`src/rtl/eru_pkg.sv`:
```
package eru_pkg;
   typedef enum logic [1:0] {
      ERU_IDLE   = 2'd0,
      ERU_SETTLE = 2'd1,
      ERU_LOC    = 2'd2,
      ERU_SYN    = 2'd3
   } eru_state_t;
endpackage

```
`src/rtl/eru_start_detect.sv`:
```
// Rising-edge detector for the run request. The history flop resets high so
// that a request already high at reset release does not count as an edge.
module eru_start_detect (
   input  logic clk,
   input  logic rst_n,
   input  logic level_i,
   output logic rise_o
);
   logic level_q;

   always_ff @(posedge clk or negedge rst_n) begin
      if (!rst_n) level_q <= 1'b1;
      else        level_q <= level_i;
   end

   assign rise_o = level_i & ~level_q;
endmodule

```
`src/rtl/eru_capture.sv`:
```
// Serial-to-parallel collector. next_o is the value the register takes on a
// sampling edge, so the owner can latch a complete word in the same cycle.
module eru_capture #(
   parameter int W         = 46,
   parameter bit LSB_FIRST = 1'b1
) (
   input  logic         clk,
   input  logic         rst_n,
   input  logic         sample_i,
   input  logic         bit_i,
   output logic [W-1:0] next_o
);
   logic [W-1:0] cap_q;

   generate
      if (W < 2) begin : g_bad_width
         $error("eru_capture: W must be at least 2");
      end
      if (LSB_FIRST) begin : g_lsb_first
         assign next_o = {bit_i, cap_q[W-1:1]};
      end else begin : g_msb_first
         assign next_o = {cap_q[W-2:0], bit_i};
      end
   endgenerate

   always_ff @(posedge clk or negedge rst_n) begin
      if (!rst_n)        cap_q <= '0;
      else if (sample_i) cap_q <= next_o;
   end
endmodule

```
`src/rtl/err_report_unloader.sv`:
```
module err_report_unloader #(
   parameter int LOC_BITS    = 30,
   parameter int SYN_BITS    = 16,
   parameter int SETTLE_OCLK = 2,
   parameter bit LSB_FIRST   = 1'b1
) (
   input  logic                         clk,
   input  logic                         rst_n,
   input  logic                         start_i,
   input  logic                         sdata_i,
   output logic                         shift_sel_o,
   output logic                         gclk_o,
   output logic [LOC_BITS+SYN_BITS-1:0] report_o,
   output logic                         done_o
);
   import eru_pkg::*;

   localparam int W          = LOC_BITS + SYN_BITS;
   // One strobe period is two input cycles.
   localparam int SETTLE_CYC = 2 * SETTLE_OCLK;
   localparam int MAXV       = (LOC_BITS > SYN_BITS)
                               ? ((LOC_BITS > SETTLE_CYC) ? LOC_BITS : SETTLE_CYC)
                               : ((SYN_BITS > SETTLE_CYC) ? SYN_BITS : SETTLE_CYC);
   localparam int CW         = $clog2(MAXV) + 1;

   generate
      if (LOC_BITS < 1) begin : g_bad_loc
         $error("err_report_unloader: LOC_BITS must be at least 1");
      end
      if (SYN_BITS < 1) begin : g_bad_syn
         $error("err_report_unloader: SYN_BITS must be at least 1");
      end
      if (SETTLE_OCLK < 1) begin : g_bad_settle
         $error("err_report_unloader: SETTLE_OCLK must be at least 1");
      end
   endgenerate

   eru_state_t    state_q;
   logic [CW-1:0] cnt_q;
   logic          start_rise;
   logic          sample;
   logic [W-1:0]  cap_next;

   eru_start_detect u_start (
      .clk     (clk),
      .rst_n   (rst_n),
      .level_i (start_i),
      .rise_o  (start_rise)
   );

   // A sample is taken on the input edge that follows each strobe rise.
   assign sample = gclk_o & ((state_q == ERU_LOC) | (state_q == ERU_SYN));

   eru_capture #(
      .W         (W),
      .LSB_FIRST (LSB_FIRST)
   ) u_capture (
      .clk      (clk),
      .rst_n    (rst_n),
      .sample_i (sample),
      .bit_i    (sdata_i),
      .next_o   (cap_next)
   );

   always_ff @(posedge clk or negedge rst_n) begin
      if (!rst_n) begin
         state_q     <= ERU_IDLE;
         cnt_q       <= '0;
         shift_sel_o <= 1'b1;
         gclk_o      <= 1'b0;
         done_o      <= 1'b0;
         report_o    <= '0;
      end else begin
         done_o <= 1'b0;
         unique case (state_q)
            ERU_IDLE: begin
               if (start_rise) begin
                  state_q     <= ERU_SETTLE;
                  shift_sel_o <= 1'b0;
                  cnt_q       <= '0;
               end
            end
            ERU_SETTLE: begin
               if (cnt_q == CW'(SETTLE_CYC - 1)) begin
                  state_q <= ERU_LOC;
                  cnt_q   <= '0;
                  gclk_o  <= 1'b1;   // load strobe
               end else begin
                  cnt_q <= cnt_q + 1'b1;
               end
            end
            ERU_LOC: begin
               if (gclk_o) begin
                  gclk_o      <= 1'b0;
                  shift_sel_o <= 1'b1;   // after the load strobe, shift mode
                  if (cnt_q == CW'(LOC_BITS - 1)) begin
                     state_q <= ERU_SYN;
                     cnt_q   <= '0;
                  end else begin
                     cnt_q <= cnt_q + 1'b1;
                  end
               end else begin
                  gclk_o <= 1'b1;
               end
            end
            ERU_SYN: begin
               if (gclk_o) begin
                  gclk_o <= 1'b0;
                  if (cnt_q == CW'(SYN_BITS - 1)) begin
                     state_q  <= ERU_IDLE;
                     cnt_q    <= '0;
                     done_o   <= 1'b1;
                     report_o <= cap_next;
                  end else begin
                     cnt_q <= cnt_q + 1'b1;
                  end
               end else begin
                  gclk_o <= 1'b1;
               end
            end
            default: state_q <= ERU_IDLE;
         endcase
      end
   end
endmodule

```
`config.mk`:
```
export PLATFORM = sky130hd
export DESIGN_NAME = err_report_unloader
export DESIGN_NICKNAME = d
export VERILOG_FILES = /design/src/rtl/eru_pkg.sv /design/src/rtl/eru_start_detect.sv /design/src/rtl/eru_capture.sv /design/src/rtl/err_report_unloader.sv
export SDC_FILE = /design/constraint.sdc
export NUM_CORES = 1
export LEC_CHECK = 0
export BUFFER_PORTS_ARGS = -buffer_cell sky130_fd_sc_hd__buf_2
export CORE_UTILIZATION = 40
export CTS_CLUSTER_DIAMETER = 100
export DETAILED_ROUTE_END_ITERATION = 7
export HOLD_SLACK_MARGIN = 0.02
export PLACE_DENSITY = 0.57
export SYNTH_ARGS = -nofsm -noshare
export SYNTH_HDL_FRONTEND = slang
export SYNTH_HIERARCHICAL = 1
export SYNTH_SLANG_ARGS = --single-unit
```
`constraint.sdc`:
```
create_clock -name clk -period 1.92 [get_ports clk]
set_clock_uncertainty 0.15 [all_clocks]
set_input_delay 0.384 -clock clk [delete_from_list [all_inputs] [get_ports clk]]
set_output_delay 0.384 -clock clk [all_outputs]
set_load 0.005 [all_outputs]
```
==> impl_metrics.json <==
{
  "ios": 53,
  "clock_path_buffers": 2,
  "grt_max_degree": 48,
  "synth_fp_nets": 277,
  "power_frac_comb_pct": 2.8,
  "p_sw_share_pct": 22.71,
  "synth_top_area_share_pct": 58.05,
  "placed_cells": 463,
  "synthSimpleGateAreaFrac_pct": 3.736,
  "setup_viol": 47,
  "areaGrowthSynthToFinish_pct": 20.86,
  "synth_most_common_cell": "dfrtp_1",
  "cts_buffers": 9,
  "avgViaCountPerCell": 4.842,
  "p_per_area_mw_per_mm2": 676.8,
  "num_vias": 2363,
  "worstPathCellList": "ha_2 > or3b_4 > nor3_4 > buf_4 > buf_12 > mux2_2",
  "fmax_ghz": 0.4905,
  "clock-sinks": 103,
  "cp-end-kind": "flop",
  "gr-usage-all-layers_pct": 14.35,
  "hold_violations": 0,
  "clkLatencyLatePin_ps": 370,
  "critPathArrivalTime_ps": 2140,
  "io_buffers": 52,
  "slew-limit-headroom_pct": 77.70,
  "first_global_vias": 2478,
  "hp-class": "input port to flop",
  "ant_nets": 0,
  "synth_top_cell_by_area": "dfrtp_1",
  "synthMuxAreaShare_pct": 27.79,
  "fin_area_mm2": 0.005263,
  "cp_slowest_cell": "or3b_4",
  "synth_seq_cells": 103,
  "grt_first_pass_wirelength_mm": 12.48,
  "place_area_mm2": 0.004911,
  "slew_viol_final": 0,
  "drt_pre_antenna_iters": 4,
  "yosys.area_share.adder_pct": 1.724,
  "yosysSeqAreaShare_pct": 59.25,
  "synth_common_cells": "101 x dfrtp_1, 41 x mux2_4, 31 x mux2_2",
  "grt_overflow": 0,
  "synth-compound-area-share_pct": 3.506,
  "final_cell_count_no_fill": 488,
  "synthCells": 267,
  "slowest_delay_ps": 410,
  "synth_top_family_by_area": "multiplexers",
  "rows": 37,
  "cts-root-buf": "clkbuf_8",
  "drcViolationCount": 0,
  "vdd_drop_max_v": 0.0003433,
  "switching_power_uw": 808.9,
  "synth_flop_cell": "dfrtp_1",
  "routed_wl_mm": 7.597,
  "synth_edf_count": 0,
  "start_util_pct": 41.80,
  "synth.distinct_cells": 37,
  "dieArea_mm2": 0.01131,
  "path_buf_inv": 2,
  "synthArstFlopShare_pct": 100.0,
  "cts_tree": "yes",
  "seqPwrFrac_pct": 62.2,
  "synth_xor_area_share_pct": 0,
  "post_drt_wl_per_cell_um": 15.57,
  "p_int_mw": 2.753,
  "critPathRequiredTime_ps": 2020,
  "setup.worst_path.class": "flop to flop",
  "whs_ps": 113.0,
  "yosys-top-cells-area": "dfrtp_1 58%, mux2_4 14%, mux2_2 8.0%",
  "cts_max_level": 3,
  "path_delay_family": "simple AND/OR/NAND/NOR gates",
  "die_w_um": 106.3,
  "p_leak_nw": 2.797,
  "core_mm2": 0.01042,
  "place_hpwl_mm": 4.774,
  "clk_pin_slew_ps": 100,
  "violations": "setup timing",
  "place.gp.congestion": 0.8324,
  "cp_max_fo": 14,
  "finalNetCount": 357,
  "synth_warnings": 6,
  "worst_pin_slew_ps": 332.3,
  "initialDrtViolationCount": 83,
  "rsz0062_at_grt": "yes",
  "syn_area_mm2": 0.004354,
  "status": "complete, but fails checks",
  "drive_above_1_share_pct": 50.57,
  "avgSynthCellArea_um2": 16.31,
  "post-route-period-util_pct": 106.2,
  "antenna_found_initial": 0,
  "finalWorstSetupSlack_ps": -118.9,
  "clockPowerShare_pct": 35.0,
  "startpoint_type": "flop",
  "n_antenna_cell": 0,
  "cap_violations": 0,
  "die_height_um": 106.3,
  "post-route-min-period_ps": 2039
}
==> worst register-to-register path: stages (launching register included) <==
cell and delay [ps]:
dfrtp_1 370, ha_2 180, or3b_4 410, nor3_4 170, buf_4 150, buf_12 140, mux2_2 340
==> power groups by stage <==
stage,registers [mW],clock network [mW],logic [mW]
global route,2.22,1.37,0.112
finish,2.22,1.25,0.0980
CTS,2.22,1.30,0.103
detailed placement,2.26,0,0.0992
floorplan,2.25,0,0.0397
global placement,2.26,0,0.0975
==> cell usage in the layout (no fill, tap or decap), types with 2 or more instances in the layout <==
cell           instances
dfrtp_1              101
mux2_4                63
buf_2                 51
mux2_1                19
buf_4                 17
mux2_2                10
clkbuf_8              10
buf_12                 7
inv_1                  5
nand2_1                5
ha_1                   5
a21oi_1                4
o21ai_0                3
nand2b_1               3
nand3_1                3
o31ai_1                3
nor2_1                 3
clkinvlp_4             3
and2_1                 2
nand3b_1               2
a22o_1                 2
mux2i_1                2
clkbuf_1               2
dlygate4sd3_1          2
buf_6                  2
dfstp_2                2
==> kinds of logic (layout without fill, tap and decap cells) <==
logic type	Yosys count	count (layout)
compound gates	21	21
buf+inv	17	102
mux	94	94
flops	103	103
fa+ha+maj	6	6
simple gates	26	26
==> metrics by stage <==
step | setup WS [ps] | utilization [%] | setup TNS, ps | total power [mW]
6_report | -118.9 | 50.52 | -4551 | 3.562
5_1_grt | -202.0 | 50.52 | -8065 | 3.707
4_1_cts | -137.7 | 49.62 | -4709 | 3.623
3_5_place_dp | -121.6 | 47.15 | -4459 | 2.358
3_3_place_gp | -94.33 | 47.15 | -3473 | 2.355
2_1_floorplan | -91.66 | - | -2644 | 2.291
==> metal layers <==
metal	global-route usage (%)	wire length [um]
met1	19.32	3634
met2	21.80	3596
met3	3.127	232
met4	7.242	134
met5	0	0
==> registers in the layout, indices dropped and copies added, names as in the netlist <==
signal / flops
done_o: 1
cnt_q: 6
state_q: 2
report_o: 46
shift_sel_o: 1
gclk_o: 1
u_start/level_q: 1
u_capture/cap_q: 45
==> area by class of cell <==
| type | count | area (um2) |
|---|---|---|
| Fill cell | 887 | 5154 |
| Sequential cell | 103 | 2580 |
| Multi-Input combinational cell | 147 | 1712 |
| Timing Repair Buffer | 81 | 605.6 |
| Tap cell | 136 | 170.2 |
| Clock buffer | 12 | 145.1 |
| Clock inverter | 4 | 31.28 |
| Inverter | 5 | 18.77 |
==> repair_timing <==
item	4_1_cts	5_1_grt
gates cloned	1	2
pin swaps	0	1
gates resized for setup	2	23
setup endpoints to repair	50	54
endpoints found under the hold margin	22	0
buffers inserted	4	2
hold buffers	2	0
==> final timing paths <==
kind	start	to	slack [ps]	cells after the start
setup / recovery	cnt_q[1]	report_o[34]	-120	6
hold / removal	sdata_i	report_o[45]	110	2
setup reg to reg	cnt_q[1]	report_o[34]	-120	6
hold reg to reg	report_o[25]	report_o[25]	330	1
max in group asynchronous	rst_n	report_o[30]	760	3
min in group asynchronous	rst_n	report_o[13]	300	2
No activity file was read; power rests on OpenSTA's default activity.
